### config.mk
export PLATFORM = sky130hd
export DESIGN_NAME = fsync_top
export DESIGN_NICKNAME = d
export VERILOG_FILES = /design/src/rtl/fsync_pkg.sv /design/src/rtl/fsync_corr.sv /design/src/rtl/fsync_ctrl.sv /design/src/rtl/fsync_top.sv
export SDC_FILE = /design/constraint.sdc
export NUM_CORES = 1
export LEC_CHECK = 0
export BUFFER_PORTS_ARGS = -buffer_cell sky130_fd_sc_hd__clkbuf_2
export CORE_MARGIN = 10
export CORE_UTILIZATION = 41
export CTS_CLUSTER_DIAMETER = 200
export DETAILED_ROUTE_END_ITERATION = 16
export GPL_ROUTABILITY_DRIVEN = 0
export HOLD_SLACK_MARGIN = 0.06
export PLACE_DENSITY = 0.64
export SYNTH_ARGS = -nofsm -noshare
export SYNTH_HDL_FRONTEND = slang
export SYNTH_HIERARCHICAL = 1
export SYNTH_SLANG_ARGS = --single-unit
### constraint.sdc
create_clock -name clk -period 7.2 [get_ports clk]
set_input_delay 0.72 -clock clk [delete_from_list [all_inputs] [get_ports clk]]
set_output_delay 0.72 -clock clk [all_outputs]
set_load 0.02 [all_outputs]
### src/rtl/fsync_pkg.sv
package fsync_pkg;
    typedef enum logic [1:0] {
        ST_SEARCH = 2'd0,
        ST_CHECK  = 2'd1,
        ST_LOCK   = 2'd2,
        ST_FLY    = 2'd3
    } fs_state_t;

    localparam int MAX_SLIP = 2;
endpackage

### src/rtl/fsync_corr.sv
module fsync_corr #(
    parameter int SYNC_W = 32,
    parameter int CNT_W  = 4
) (
    input  logic              clk,
    input  logic              rst_n,
    input  logic              bit_in,
    input  logic              bit_vld,
    input  logic [SYNC_W-1:0] sync_word,
    input  logic [SYNC_W-1:0] sync_mask,
    input  logic [CNT_W-1:0]  err_thr,
    output logic              hit,
    output logic              lead_bit
);
    localparam int ERR_W = $clog2(SYNC_W + 1) + 1;

    logic [SYNC_W-1:0] hist;
    logic [SYNC_W-1:0] view;
    logic [SYNC_W-1:0] diff;
    logic [ERR_W-1:0]  errs;

    // window including the bit presented this cycle
    assign view     = {hist[SYNC_W-2:0], bit_in};
    assign diff     = (view ^ sync_word) & ~sync_mask;
    assign lead_bit = view[SYNC_W-1];

    always_comb begin
        errs = '0;
        for (int k = 0; k < SYNC_W; k++) begin
            errs = errs + ERR_W'(diff[k]);
        end
    end

    assign hit = (errs <= ERR_W'(err_thr));

    always_ff @(posedge clk) begin
        if (!rst_n) begin
            hist <= '0;
        end else if (bit_vld) begin
            hist <= view;
        end
    end

    // an exact window always matches
    p_exact_match_r2: assert property (@(posedge clk) disable iff (!rst_n)
        (view == sync_word) |-> hit);

    // a fully masked word can never be rejected
    p_full_mask_hit_r3: assert property (@(posedge clk) disable iff (!rst_n)
        (&sync_mask) |-> hit);
endmodule

### src/rtl/fsync_ctrl.sv
module fsync_ctrl
    import fsync_pkg::*;
#(
    parameter int LEN_W = 16,
    parameter int CNT_W = 4
) (
    input  logic             clk,
    input  logic             rst_n,
    input  logic             enable,
    input  logic             bit_vld,
    input  logic             hit,
    input  logic [LEN_W-1:0] frame_len,
    input  logic [CNT_W-1:0] ctl_thr,
    input  logic [CNT_W-1:0] lts_thr,
    input  logic [1:0]       slip_win,
    output fs_state_t        state,
    output logic             emit,
    output logic             sof,
    output logic             framing
);
    localparam int POS_W = LEN_W + 2;

    fs_state_t        st_n;
    logic [POS_W-1:0] pos, pos_n, cur, nom, lo, hi, slip;
    logic [CNT_W-1:0] chk, chk_n, miss, miss_n;
    logic             in_win, win_end, chk_done, give_up;

    assign slip     = (slip_win > 2'(MAX_SLIP)) ? POS_W'(MAX_SLIP) : POS_W'(slip_win);
    assign nom      = POS_W'(frame_len);
    assign lo       = nom - slip;
    assign hi       = nom + slip;
    assign cur      = pos + 1'b1;
    assign in_win   = (cur >= lo);
    assign win_end  = (cur >= hi);
    assign chk_done = ({1'b0, chk} + 1'b1) == {1'b0, ctl_thr};
    assign give_up  = ({1'b0, miss} + 1'b1) > {1'b0, lts_thr};

    // next-state and event logic
    always_comb begin
        st_n   = state;
        pos_n  = pos;
        chk_n  = chk;
        miss_n = miss;
        emit   = 1'b0;
        sof    = 1'b0;
        if (!enable) begin
            st_n   = ST_SEARCH;
            pos_n  = '0;
            chk_n  = '0;
            miss_n = '0;
        end else if (bit_vld) begin
            unique case (state)
                ST_SEARCH: begin
                    if (hit) begin
                        pos_n  = '0;
                        chk_n  = '0;
                        miss_n = '0;
                        if (ctl_thr == '0) begin
                            st_n = ST_LOCK;
                            emit = 1'b1;
                            sof  = 1'b1;
                        end else begin
                            st_n = ST_CHECK;
                        end
                    end
                end
                ST_CHECK: begin
                    pos_n = cur;
                    if (cur >= nom) begin
                        pos_n = '0;
                        if (!hit) begin
                            st_n  = ST_SEARCH;
                            chk_n = '0;
                        end else if (chk_done) begin
                            st_n  = ST_LOCK;
                            chk_n = '0;
                            emit  = 1'b1;
                            sof   = 1'b1;
                        end else begin
                            chk_n = chk + 1'b1;
                        end
                    end
                end
                ST_LOCK, ST_FLY: begin
                    emit  = 1'b1;
                    pos_n = cur;
                    if (in_win && hit) begin
                        st_n   = ST_LOCK;
                        pos_n  = '0;
                        miss_n = '0;
                        sof    = 1'b1;
                    end else if (win_end) begin
                        if (give_up) begin
                            st_n   = ST_SEARCH;
                            pos_n  = '0;
                            miss_n = '0;
                            emit   = 1'b0;
                        end else begin
                            st_n   = ST_FLY;
                            pos_n  = slip;
                            miss_n = miss + 1'b1;
                        end
                    end
                end
                default: st_n = ST_SEARCH;
            endcase
        end
    end

    assign framing = (st_n == ST_LOCK) || (st_n == ST_FLY);

    // state and counter registers
    always_ff @(posedge clk) begin
        if (!rst_n) begin
            state <= ST_SEARCH;
            pos   <= '0;
            chk   <= '0;
            miss  <= '0;
        end else begin
            state <= st_n;
            pos   <= pos_n;
            chk   <= chk_n;
            miss  <= miss_n;
        end
    end

    p_disable_to_search_r1: assert property (@(posedge clk) disable iff (!rst_n)
        !enable |=> (state == ST_SEARCH));

    p_search_needs_hit_r2: assert property (@(posedge clk) disable iff (!rst_n)
        (state == ST_SEARCH && !(enable && bit_vld && hit)) |=> (state == ST_SEARCH));

    p_no_check_after_lock_r4: assert property (@(posedge clk) disable iff (!rst_n)
        (state == ST_LOCK || state == ST_FLY) |=> (state != ST_CHECK));

    p_fly_from_trusted_r7: assert property (@(posedge clk) disable iff (!rst_n)
        (state == ST_SEARCH || state == ST_CHECK) |=> (state != ST_FLY));

    p_fly_has_miss_r7: assert property (@(posedge clk) disable iff (!rst_n)
        (state == ST_FLY) |-> (miss != '0));

    p_hold_between_bits_r10: assert property (@(posedge clk) disable iff (!rst_n)
        (enable && !bit_vld) |=> $stable(state));
endmodule

### src/rtl/fsync_top.sv
module fsync_top
    import fsync_pkg::*;
#(
    parameter int SYNC_W = 32,
    parameter int LEN_W  = 16,
    parameter int CNT_W  = 4
) (
    input  logic              clk,
    input  logic              rst_n,
    input  logic              enable,
    input  logic              bit_in,
    input  logic              bit_vld,
    input  logic [LEN_W-1:0]  frame_len,
    input  logic [SYNC_W-1:0] sync_word,
    input  logic [SYNC_W-1:0] sync_mask,
    input  logic [CNT_W-1:0]  err_thr,
    input  logic [CNT_W-1:0]  ctl_thr,
    input  logic [CNT_W-1:0]  lts_thr,
    input  logic [1:0]        slip_win,
    output logic              data_out,
    output logic              data_vld,
    output logic              frame_start,
    output logic              frame_valid,
    output logic [1:0]        state_out,
    output logic              locked
);
    fs_state_t state;
    logic      hit, lead_bit, emit, sof, framing;

    fsync_corr #(.SYNC_W(SYNC_W), .CNT_W(CNT_W)) u_corr (
        .clk       (clk),
        .rst_n     (rst_n),
        .bit_in    (bit_in),
        .bit_vld   (bit_vld),
        .sync_word (sync_word),
        .sync_mask (sync_mask),
        .err_thr   (err_thr),
        .hit       (hit),
        .lead_bit  (lead_bit)
    );

    fsync_ctrl #(.LEN_W(LEN_W), .CNT_W(CNT_W)) u_ctrl (
        .clk       (clk),
        .rst_n     (rst_n),
        .enable    (enable),
        .bit_vld   (bit_vld),
        .hit       (hit),
        .frame_len (frame_len),
        .ctl_thr   (ctl_thr),
        .lts_thr   (lts_thr),
        .slip_win  (slip_win),
        .state     (state),
        .emit      (emit),
        .sof       (sof),
        .framing   (framing)
    );

    assign state_out = state;
    assign locked    = (state == ST_LOCK) || (state == ST_FLY);

    // output register stage
    always_ff @(posedge clk) begin
        if (!rst_n) begin
            data_out    <= 1'b0;
            data_vld    <= 1'b0;
            frame_start <= 1'b0;
            frame_valid <= 1'b0;
        end else if (!enable) begin
            data_out    <= bit_in;
            data_vld    <= bit_vld;
            frame_start <= 1'b0;
            frame_valid <= 1'b0;
        end else begin
            data_vld    <= bit_vld && emit;
            frame_start <= bit_vld && sof;
            frame_valid <= framing;
            if (bit_vld && emit) begin
                data_out <= lead_bit;
            end
        end
    end

    p_bypass_no_flags_r1: assert property (@(posedge clk) disable iff (!rst_n)
        !enable |=> (!frame_start && !frame_valid));

    p_bypass_copy_r1: assert property (@(posedge clk) disable iff (!rst_n)
        (!enable && bit_vld) |=> (data_vld && data_out == $past(bit_in)));

    p_no_data_untrusted_r5: assert property (@(posedge clk) disable iff (!rst_n)
        ($past(enable) && !locked) |-> !data_vld);

    p_start_inside_frame_r9: assert property (@(posedge clk) disable iff (!rst_n)
        frame_start |-> (data_vld && frame_valid));
endmodule

==> metrics.md, run 1 <==
| Metric | Value |
|---|---|
| Status | `completed` |
| Crit path top cell by count | `fa_1` |
| Sw power | `938 uW` |
| Final Skew | `about 0.0054 ns` |
| Cells after synthesis | `751` |
| Reg area | `~0.0013 mm2` |
| Leakage | `about 3.6 nW` |
| Critical path class | `in -> reg` |
| Port-buffer cells | `around 110` |
| Yosys top cell area share | `0.197` |
| Die Y | `approximately 150 um` |
| Placed standard-cell area | `between 0.007 and 0.008 mm2` |
| Met2 wire len | `around 7.4 mm` |
| Max Buffers Root-to-Sink | `2` |
| Vias in the first global route | `around 5500` |
| Clock power share | `0.175` |
| Clock sink count | `63` |
| CP Capture Type | `flop` |
| Core Region | `0.0153 mm2` |
| All-Layer GR Usage | `0.155` |
| Slew @ Worst Pin | `~1.2 ns` |
| Yosys Warn Count | `6` |
| Total CTS buffers | `9` |
| Syn nets | `approximately 950` |
| Layout cell share with drive strength beyond 1 | `0.232` |
| First-pass GRT wire length | `~28 mm` |
| Drt drc | `0` |
| Comb power frac | `0.664` |
| Most frequent cell after synthesis | `ha_1` |
| Insertion delay to the later sink of the worst-skew pair | `about 0.33 ns` |
| Sequential Power Share | `0.161` |
| Max stage delay on crit path | `0.59 ns` |
| Design area | `between 0.007 and 0.008 mm2` |
| Fill cell count | `between 1000 and 1500` |
| Minimum clock period | `7.08 ns` |
| Detailed Route WL | `around 16 mm` |
| Post-layout nets | `about 1100` |
| Ys flop type | `dfxtp_1` |
| Post-synth top cells | `ha_1 (75), inv_1 (65), dfxtp_1 (63), nand2_1 (63), xnor2_1 (62)` |
| Post-DR vias/cell | `roughly 5.0` |
| Wire length on met3 | `between 700 and 800 um` |
| Pre-antenna DRT Iters | `4` |
| Max-slew violations | `0` |
| Post-synthesis sequential element count | `63` |
| Die X | `145 um` |
| DRT met1 WL | `~8.2 mm` |
| Vias | `about 5500` |
| Post-synth EDFFs | `0` |
| Power density cells | `290 mW/mm2` |
| Antenna violations before repair | `0` |
| Max frequency | `~140 MHz` |
| Area contributors post-synth | `dfxtp_1 (20%), ha_1 (15%), xnor2_1 (8.5%)` |
| Avg WL per Cell | `about 15 um` |
| Ant. Diodes | `0` |
| Htree depth | `3` |
| Final antenna-violating net count | `0` |
| # setup viols final | `0` |
| Initial core utilization | `0.420` |
| Final TNS setup | `0 ns` |
| Die area | `0.0210 mm2` |
| Slew HR | `0.170` |
| Area of the multi-input gates | `0.00491 mm2` |
| Crit-path leading delay family | `adder cells` |
| Worst Path Required | `approximately 7.5 ns` |
| P&R area growth vs syn | `20.2%` |
| Root buffer cell | `clkbuf_16` |
| Final Hold Fails | `0` |
| Startpoint types | `input port` |
| PnR Total Power | `around 2.2 mW` |
| Mapped Area | `~0.0064 mm2` |
| Tcrit/Tclk final | `0.984` |
| Largest area contributor in the netlist | `dfxtp_1` |
| Grt total ovfl | `0` |
| Crit-path slowest cell | `fa_2` |
| Avg Cell Area, Syn | `8.54 um2` |
| Synth async-reset ratio | `0` |
| Critical path arrival | `between 7 and 8 ns` |
| Netlist cell types | `slightly below 70` |
| DR top layer | `met4` |
| Pint | `~1.3 mW` |
| CTS tree | `built` |
| Min-Delay Path Class | `reg -> reg` |
| Max-cap violation count | `0` |
| Top-Level Pins | `about 110` |
| Iteration-0 DRC Markers | `around 310` |
| Unrepaired setup endpoints after global routing | `true` |
| Sw Share | `0.419` |
| Crit-path max FO | `6` |
| Worst path bufs/invs | `4` |
| Pin count of the biggest net entering global routing | `42` |
| Dpl hpwl | `about 14 mm` |
| Clock transition at the registers of the reported paths | `~0.050 ns` |
| Std cell rows | `45` |
| Layout Utilization | `0.505` |
| Sequential share of the synthesized area | `0.197` |
| VDD IR-drop max | `roughly 0.18 mV` |
state kept, by name, indices dropped and copies added (netlist names):
| register | flops |
|---|---|
| u_corr/hist | 31 |
| u_ctrl/pos | 18 |
| u_ctrl/chk | 4 |
| u_ctrl/miss | 4 |
| u_ctrl/state | 2 |
| data_out | 1 |
| data_vld | 1 |
| frame_start | 1 |
| frame_valid | 1 |
through the flow:
step / std cells / setup slack, ns / hold slack [ns]
floorplan: 751 / 0.0191 / 0.461
global placement: 1074 / -0.384 / 0.484
detailed placement: 1074 / -0.529 / 0.487
CTS: 1089 / 0.00610 / 0.495
global route: 1092 / -0.169 / 0.533
finish: 1092 / 0.119 / 0.487
power by group through the flow:
stage                     Clock, mW  Sequential, mW  Combinational, mW
after global routing          0.419           0.360               1.68
after CTS                     0.404           0.359               1.36
after global placement            0           0.366               1.32
after detailed placement          0           0.366               1.34
after floorplan                   0           0.368              0.812
final                         0.391           0.359               1.49
path summary, 6_finish.rpt:
kind / startpoint / end / slack [ns] / cells past startpoint
setup / recovery: sync_word[11] / u_ctrl/miss[0] / 0.12 / 26
hold / removal: u_ctrl/chk[1] / u_ctrl/chk[1] / 0.49 / 2
setup reg to reg: u_corr/hist[10] / u_ctrl/miss[0] / 0.22 / 25
hold reg to reg: u_ctrl/chk[1] / u_ctrl/chk[1] / 0.49 / 2
area by class of cell:
class                   instances  share of cell area
well taps                     211              0.0342
repair buffers                134              0.0998
clock inverters                 4             0.00292
inverters                      65              0.0316
multi-input cells             604               0.636
flip-flops and latches         63               0.164
clock buffers                  11              0.0315
routing by layer:
| layer | track usage | vias to the layer above |
|---|---|---|
| li1 | - | 2867 |
| met3 | 0.0385 | 11 |
| met5 | 0 | - |
| met2 | 0.244 | 111 |
| met4 | 0.0293 | 0 |
| met1 | 0.212 | 2517 |
worst reg2reg max path: stages (launching register included):
cell	delay (ns)
dfxtp_1	0.40
xnor2_2	0.14
nor2_2	0.07
fa_1	0.54
inv_2	0.04
fa_1	0.57
inv_2	0.04
fa_1	0.47
fa_2	0.59
fa_1	0.43
fa_1	0.47
fa_2	0.37
a21o_1	0.21
a21oi_2	0.13
xnor2_1	0.09
ha_1	0.35
a21oi_2	0.15
o21ai_2	0.07
a21oi_2	0.17
o211ai_1	0.17
nor4_2	0.36
a21o_1	0.23
nor4_4	0.05
buf_4	0.18
or4b_4	0.48
a21oi_2	0.14
placed cells by master (no fill, tap or decap), types with 26 or more instances in the layout:
master    synthesis  layout
nand2_1          63      62
dfxtp_1          63      63
buf_4             0      26
clkbuf_2          0     104
mux2i_1          31      31
inv_1            65      63
nor2b_1          38      38
nand3_1          30      30
xnor2_1          62      60
ha_1             75      75
nor2_1           55      53
repair_timing:
action                                  CTS  global route
buffers inserted                          0             3
endpoints found under the setup margin   10            27
pin swaps                                 4            24
hold buffers                              0             0
resized for setup                         4            29
logic make-up after synthesis:
kind of cell / after synthesis / share of synthesized area
compound gates: 120 / 0.132
xor+xnor: 81 / 0.112
fa+ha+maj: 101 / 0.227
buf+inv: 84 / 0.0571
flops: 63 / 0.197
mux: 31 / 0.0484
simple gates: 271 / 0.226
(Power assumes the default switching activity.)
==> run 2, diff against run 1 <==
- CELL_PAD_IN_SITES_DETAIL_PLACEMENT: default -> 0
- CELL_PAD_IN_SITES_GLOBAL_PLACEMENT: default -> 1
- CORE_ASPECT_RATIO: default -> 0.5
- CORE_UTILIZATION: 41 -> 39
- PLACE_DENSITY: 0.64 -> 0.78
==> run 2 against run 1 <==
- register-to-register slack better by 0.14 ns
- clock power is 20% higher
- fmax is 2.2% higher
- clock-buffer cell count is 1 lower
- design area is 0.58% higher
- via count is 0.82% higher
- clock skew is 0.0059 ns higher
- final cell count is 1.7% higher
- critical path depth stayed put
- setup slack better by 0.15 ns
- sequential share of layout area is 0.095 points lower
- sequential cell count stayed put
==> metrics.md, run 2 (same netlist as run 1, synthesis figures left out) <==
| Metric | Value |
|---|---|
| VDD IR-drop max | `0.243 mV (+35%)` |
| CTS tree | `built` |
| Crit-path slowest cell | `fa_2` |
| Startpoint types | `input port` |
| Std cell rows | `33 (-27%)` |
| CP Capture Type | `flop` |
| Hold WS | `0.495 ns (+0.00816 ns)` |
| Grt peak-use layer | `met2` |
| Minimum clock period | `6.93 ns (-0.150 ns)` |
| Max-slew violations | `0 (unchanged)` |
| Crit-path leading delay family | `adder cells` |
| Critical path arrival | `7.19 ns (-0.15 ns)` |
| Status | `completed` |
| Pin count of the biggest net entering global routing | `42 (unchanged)` |
| Layout cell share with drive strength beyond 1 | `0.227 (-0.00418)` |
| Place WS | `-0.519 ns (+0.00974 ns)` |
| Leakage | `3.62 nW (+1.1%)` |
| Worst Path Required | `7.45 ns (about the same)` |
| All-Layer GR Usage | `0.152 (-0.00355)` |
| Crit-path max FO | `3 (-3)` |
| Top reg by flops | `u_corr/hist` |
| Placed standard-cell area | `0.00735 mm2 (+0.75%)` |
| First-pass GRT wire length | `28.3 mm (+2.6%)` |
| Grt met3 use | `0.0318 (-0.00670)` |
| Met2 Track Usage GR | `0.247 (+0.00226)` |
| Final Skew | `0.0112 ns (+0.00588 ns)` |
| Final antenna-violating net count | `0 (unchanged)` |
| Final Hold Fails | `0 (unchanged)` |
| Layout Utilization | `0.477 (-0.0286)` |
| Clock sink count | `63 (unchanged)` |
| Pre-antenna DRT Iters | `5 (+1)` |
| Die Y | `111 um (-24%)` |
| Iteration-0 DRC Markers | `189 (-39%)` |
| Dpl hpwl | `14.2 mm (+4.3%)` |
| Critical path class | `in -> reg` |
| Commonest non-fill, non-tap cell in the layout | `clkbuf_2` |
| Post-layout nets | `1079 (+0.19%)` |
| Core Region | `0.0163 mm2 (+6.6%)` |
| Slew @ Worst Pin | `1.23 ns (-0.00861 ns)` |
| Die area | `0.0223 mm2 (+5.9%)` |
| Total CTS buffers | `9 (unchanged)` |
| Crit path top cell by count | `fa_1` |
| Most frequent cells in the layout | `clkbuf_2 (105), ha_1 (75), inv_1 (65)` |
| Met1 GRT Util | `0.201 (-0.0111)` |
| Die X | `201 um (+39%)` |
| Min-Delay Path Class | `reg -> reg` |
| Slew HR | `0.175 (+0.00576)` |
| Post-DR vias/cell | `5.00 (-0.91%)` |
| Insertion delay to the later sink of the worst-skew pair | `0.33 ns (about the same)` |
| Clock transition at the registers of the reported paths | `0.05 ns (about the same)` |
| Avg WL per Cell | `15.2 um (+1.3%)` |
| Vias in the first global route | `5697 (+3.2%)` |
| # setup viols final | `0 (unchanged)` |
| Unrepaired setup endpoints after global routing | `true` |
| Vias | `5551 (+0.82%)` |
| Power density cells | `299 mW/mm2 (+3.0%)` |
| Largest register FFs | `31 (unchanged)` |
| Root buffer cell | `clkbuf_16` |
| Ant. Diodes | `0 (unchanged)` |
| Worst path bufs/invs | `4 (unchanged)` |
| Drt drc | `0 (unchanged)` |
| Max frequency | `144 MHz (+2.2%)` |
| Tcrit/Tclk final | `0.963 (-0.0208)` |
| Detailed Route WL | `16.9 mm (+3.0%)` |
| Max Buffers Root-to-Sink | `2 (unchanged)` |
| Fill cell count | `1631 (+10%)` |
| Top Registers | `u_corr/hist (31), u_ctrl/pos (18)` |
| Post-CTS Hold Buffers | `0 (unchanged)` |
| Design area | `0.00776 mm2 (+0.58%)` |
| Final TNS setup | `0 ns (unchanged)` |
| Setup WS post-layout | `0.269 ns (+0.150 ns)` |
| Max stage delay on crit path | `0.59 ns (about the same)` |
| Htree depth | `3 (unchanged)` |
| Top-Level Pins | `106 (unchanged)` |
| Antenna violations before repair | `0 (unchanged)` |
| Max-cap violation count | `0 (unchanged)` |
| Port-buffer cells | `105 (unchanged)` |
| P&R area growth vs syn | `20.9%` |
| Grt total ovfl | `0 (unchanged)` |
| Initial core utilization | `0.394 (-0.0261)` |
-- run 2: cell types whose count changed in the layout (fill, tap and decap cells not counted), moves of 3 or more --
cell / before / now
buf_4: 26 / 29
o21ai_1: 5 / 2
o21ai_0: 16 / 19
buf_6: 3 / 0
-- run 2: layout make-up --
class	instances	area (um2)	share of cell area
Sequential cell	63	1260	0.163
Multi-Input combinational cell	604	4860	0.627
Timing Repair Buffer	136	783	0.101
Tap cell	227	284	0.0366
Clock buffer	10	239	0.0308
Inverter	65	244	0.0315
Clock inverter	6	83.8	0.0108
-- run 2: final timing paths --
kind / start / endpoint / slack [ns] / cells after the start
max: sync_word[25] / u_ctrl/miss[0] / 0.27 / 26
min: u_ctrl/chk[1] / u_ctrl/chk[1] / 0.49 / 2
max reg2reg: u_corr/hist[14] / u_ctrl/miss[0] / 0.36 / 26
min reg2reg: u_ctrl/chk[1] / u_ctrl/chk[1] / 0.49 / 2
-- run 2: worst min-delay path: stages, from the launching register on --
cell,delay (ns)
dfxtp_1,0.32
o31ai_1,0.07
a21oi_1,0.06
-- run 2: where the power goes --
group          leakage [nW]  internal (mW)  switching, mW
registers             0.508          0.353        0.00593
clock network         0.162          0.311          0.160
logic                  2.95          0.713          0.774
total                  3.62           1.38          0.940
-- run 2: what timing repair did --
item,CTS,global route
setup endpoints to repair,7,27
setup buffers,0,2
gates resized for setup,5,12
pin swaps,4,11
hold endpoints to repair,0,0
-- run 2: metrics by stage --
stage,power (mW),cells
after floorplan,1.18,751
after global placement,1.75,1093
after detailed placement,1.78,1093
after CTS,2.27,1109
after global routing,2.53,1111
final,2.32,1111
-- run 2: per-layer routing --
metal,vias to the layer above,wire [um]
met5,-,0
met4,0,143
met3,8,813
met2,101,7760
met1,2571,8220
li1,2871,-
==> run 3, diff against run 2 <==
- GPL_ROUTABILITY_DRIVEN: 0 -> 1
- PLACE_DENSITY: 0.78 -> 0.79
- SYNTH_HIERARCHICAL: 1 -> default
==> run 3 against run 2 <==
- global-route usage down 0.20 points
- clock-buffer cell count decreased by 1
- area after synthesis shrank 3.9%
- combinational power grew 9%
- routed wire length shrank 1.7%
- total power rose by 3.1%
- setup slack lost 0.12 ns
- first-iteration DRC count shrank 9.0%
- register-to-register slack got worse by 0.10 ns
- critical endpoint is now u_ctrl.pos[0]
- highest routed layer unchanged
==> metrics.md, run 3 <==
| Metric | Value |
|---|---|
| Pin count of the biggest net entering global routing | `39 (-7.1%)` |
| Total CTS buffers | `9 (unchanged)` |
| Die Y | `109 um (-1.6%)` |
| Clock power share | `0.168 (-0.035)` |
| Grt total ovfl | `0 (unchanged)` |
| Top Registers | `u_corr.hist (31), u_ctrl.pos (18)` |
| Avg Cell Area, Syn | `8.45 um2 (-1.1%)` |
| GPL Wtd Cong | `about 0.88` |
| Reg2reg end | `u_ctrl.pos[0]` |
| Post-synth top cells | `ha_1 (74), dfxtp_1 (63), inv_1 (61)` |
| Mapped Area | `0.00617 mm2 (-3.9%)` |
| Ant. Diodes | `0 (unchanged)` |
| Placed standard-cell area | `0.00700 mm2 (-4.8%)` |
| Worst path bufs/invs | `4 (unchanged)` |
| Tcrit/Tclk final | `0.980 (+0.0170)` |
| Crit path top cell by count | `fa_1` |
| Critical path arrival | `7.23 ns (+0.04 ns)` |
| Std cell rows | `32 (-3.0%)` |
| Layout cell share with drive strength beyond 1 | `0.213 (-0.0147)` |
| Design area | `0.00748 mm2 (-3.5%)` |
| CP Capture Type | `flop` |
| Pint | `1.37 mW (-0.78%)` |
| R2R Path Start | `u_corr.hist[0]` |
| P&R area growth vs syn | `21.4%` |
| Ys flop type | `dfxtp_1` |
| Minimum clock period | `7.05 ns (+0.122 ns)` |
| Sequential share of the synthesized area | `0.205 (+0.00790)` |
| Critical Path Sink | `u_ctrl.pos[0]` |
| Port-buffer cells | `105 (unchanged)` |
| CTS tree | `built` |
| Unrepaired setup endpoints after global routing | `true` |
| Dpl hpwl | `13.4 mm (-5.5%)` |
| Most frequent cells in the layout | `clkbuf_2 (104), ha_1 (73), dfxtp_1 (63)` |
| Top-Level Pins | `106 (unchanged)` |
| Post-layout nets | `1045 (-3.2%)` |
| Status | `completed` |
| Post-synthesis sequential element count | `63 (unchanged)` |
| Clock sink count | `63 (unchanged)` |
| Syn nets | `929 (-2.3%)` |
| Leakage | `3.39 nW (-6.4%)` |
| Sw Share | `0.428 (+0.0226)` |
| Most frequent cell after synthesis | `ha_1` |
| Worst Path Required | `7.38 ns (-0.07 ns)` |
| Htree depth | `3 (unchanged)` |
| Yosys top cell area share | `0.205 (+0.00790)` |
| Worst setup startpoint | `bit_in` |
| Cells after synthesis | `730 (-2.8%)` |
| Top reg by flops | `u_corr.hist` |
| All-Layer GR Usage | `0.150 (-0.00198)` |
| Startpoint types | `input port` |
| Critical path class | `in -> reg` |
| Die X | `198 um (-1.8%)` |
| Slew @ Worst Pin | `1.27 ns (+0.0343 ns)` |
| Layout Utilization | `0.484 (+0.00752)` |
| Largest register FFs | `31 (unchanged)` |
| Final Hold Fails | `0 (unchanged)` |
| Vias | `5441 (-2.0%)` |
| Max-cap violation count | `0 (unchanged)` |
| First-pass GRT wire length | `26.4 mm (-6.7%)` |
| Max frequency | `142 MHz (-1.7%)` |
| Clock transition at the registers of the reported paths | `0.06 ns (about the same)` |
| Reg2Reg Setup Slack | `0.26 ns (-0.10 ns)` |
| Vias in the first global route | `5439 (-4.5%)` |
| Sw power | `1.02 mW (+8.9%)` |
| Max stage delay on crit path | `0.59 ns (about the same)` |
| Slew HR | `0.145 (-0.0305)` |
| CP Depth | `24 (-7.7%)` |
| Reg2Reg Depth | `23 (-12%)` |
| Yosys Warn Count | `0 (-6)` |
| Final Skew | `0.00616 ns (-0.00509 ns)` |
| Max-slew violations | `0 (unchanged)` |
| Antenna violations before repair | `0 (unchanged)` |
| Largest area contributor in the netlist | `dfxtp_1` |
| Detailed Route WL | `16.6 mm (-1.7%)` |
| Post-synth EDFFs | `0 (unchanged)` |
| Iteration-0 DRC Markers | `172 (-9.0%)` |
| Initial core utilization | `0.399 (+0.00472)` |
| Final antenna-violating net count | `0 (unchanged)` |
| Crit-path max FO | `5 (+2)` |
| Avg WL per Cell | `15.8 um (+3.5%)` |
| Core Region | `0.0155 mm2 (-5.0%)` |
| VDD IR-drop max | `0.319 mV (+31%)` |
| Crit-path slowest cell | `fa_2` |
| Insertion delay to the later sink of the worst-skew pair | `0.33 ns (about the same)` |
| Netlist cell types | `58 (-16%)` |
| Crit-path cells | `clkbuf_2 -> xnor2_1 -> nor2_1 -> ha_1 -> inv_2 -> fa_1 -> fa_1 -> inv_1 -> fa_1 -> fa_1 -> fa_1 -> fa_1 -> fa_2 -> fa_2 -> ha_4 -> nor2b_4 -> o21ai_4 -> a211oi_2 -> a221o_1 -> buf_6 -> o21a_4 -> a32o_4 -> mux2i_2 -> a21oi_2` |
| # setup viols final | `0 (unchanged)` |
| Drt drc | `0 (unchanged)` |
| Root buffer cell | `clkbuf_16` |
| Comb power frac | `0.680 (+0.038)` |
| Synth async-reset ratio | `0 (unchanged)` |
| Area contributors post-synth | `dfxtp_1 (20%), ha_1 (15%), fa_1 (8.4%)` |
| Die area | `0.0215 mm2 (-3.3%)` |
| Power density cells | `319 mW/mm2 (+6.9%)` |
| Sequential Power Share | `0.152 (-0.003)` |
| Worst hold start | `data_out` |
| Crit-path leading delay family | `adder cells` |
| Post-DR vias/cell | `5.16 (+3.2%)` |
| Commonest non-fill, non-tap cell in the layout | `clkbuf_2` |
| Post-CTS Hold Buffers | `0 (unchanged)` |
| Pre-antenna DRT Iters | `4 (-1)` |
| Max Buffers Root-to-Sink | `2 (unchanged)` |
| Min-Delay Path Class | `reg -> reg` |
run 3: cell count changes in the layout (fill, tap and decap cells not counted), moves of 5 or more:
| cell | previous run | this run |
|---|---|---|
| nor3_1 | 8 | 14 |
| o21ai_2 | 11 | 1 |
| nand2_1 | 62 | 39 |
| buf_4 | 29 | 15 |
| inv_1 | 65 | 60 |
| o211ai_1 | 8 | 1 |
| a22oi_1 | 0 | 8 |
| and2_1 | 1 | 7 |
| nand4_1 | 13 | 22 |
run 3: power groups by stage:
stage | Sequential, mW | Clock [mW] | Combinational [mW]
2_1_floorplan | 0.371 | 0 | 0.828
3_3_place_gp | 0.371 | 0 | 1.21
3_5_place_dp | 0.371 | 0 | 1.25
4_1_cts | 0.363 | 0.411 | 1.27
5_1_grt | 0.365 | 0.425 | 1.82
6_report | 0.363 | 0.402 | 1.62
run 3: routing by layer:
layer / up-vias / routed length, um / global-route usage
li1: 2799 / - / -
met1: 2527 / 7970 / 0.197
met2: 107 / 7580 / 0.248
met3: 8 / 951 / 0.0295
met4: 0 / 132 / 0.0371
met5: - / 0 / 0
run 3: kinds of logic (layout without fill, tap and decap cells):
family | after synthesis | after routing | share of synthesized area
AO/OA/AOI/OAI | 108 | 110 | 0.117
AND/OR/NAND/NOR | 265 | 265 | 0.227
adder cells (fa/ha/maj) | 100 | 100 | 0.235
multiplexers | 33 | 33 | 0.0538
flip-flops | 63 | 63 | 0.205
XOR/XNOR | 79 | 79 | 0.112
buffers and inverters | 82 | 201 | 0.0511
run 3: repair_timing:
item,4_1_cts,5_1_grt
buffers inserted,0,3
endpoints found under the setup margin,0,32
gates resized for setup,0,39
run 3: stage by stage:
step	setup TNS [ns]	power, mW	std cells	setup slack (ns)	hold slack [ns]
detailed placement	-5.63	1.62	1034	-0.260	0.467
finish	0	2.39	1055	0.146	0.468
global route	-0.172	2.61	1055	-0.0531	0.493
floorplan	0	1.20	730	0.0354	0.449
global placement	-3.55	1.58	1034	-0.209	0.454
CTS	0	2.04	1050	0.0704	0.475
run 3: worst min-delay path by stage:
stage / depth (start not counted) / end / slack, ns
final: 2 / data_out / 0.47
after global routing: 2 / data_out / 0.49
after CTS: 2 / data_out / 0.48
after detailed placement: 2 / data_out / 0.47
after global placement: 2 / data_out / 0.45
after floorplan: 2 / u_ctrl.chk[1] / 0.45
run 3: final cells by class:
type,instances,area (um2)
Timing Repair Buffer,123,678
Fill cell,1527,7970
Clock buffer,9,225
Clock inverter,7,50.0
Sequential cell,63,1260
Multi-Input combinational cell,587,4780
Inverter,62,233
Tap cell,204,255
run 3: worst register-to-register path, cell delays in order (launching register included):
cell and delay [ns]:
dfxtp_1 0.39, xnor2_2 0.12, nor2_1 0.06, ha_1 0.28, inv_2 0.04, fa_1 0.48, fa_1 0.50, inv_1 0.05
fa_1 0.47, fa_1 0.57, fa_1 0.44, fa_1 0.52, fa_2 0.44, fa_2 0.59, ha_4 0.21, nor2b_4 0.13
o21ai_4 0.16, a211oi_2 0.09, a221o_1 0.31, buf_6 0.13, o21a_4 0.23, a32o_4 0.31, mux2i_2 0.19, a21oi_2 0.08
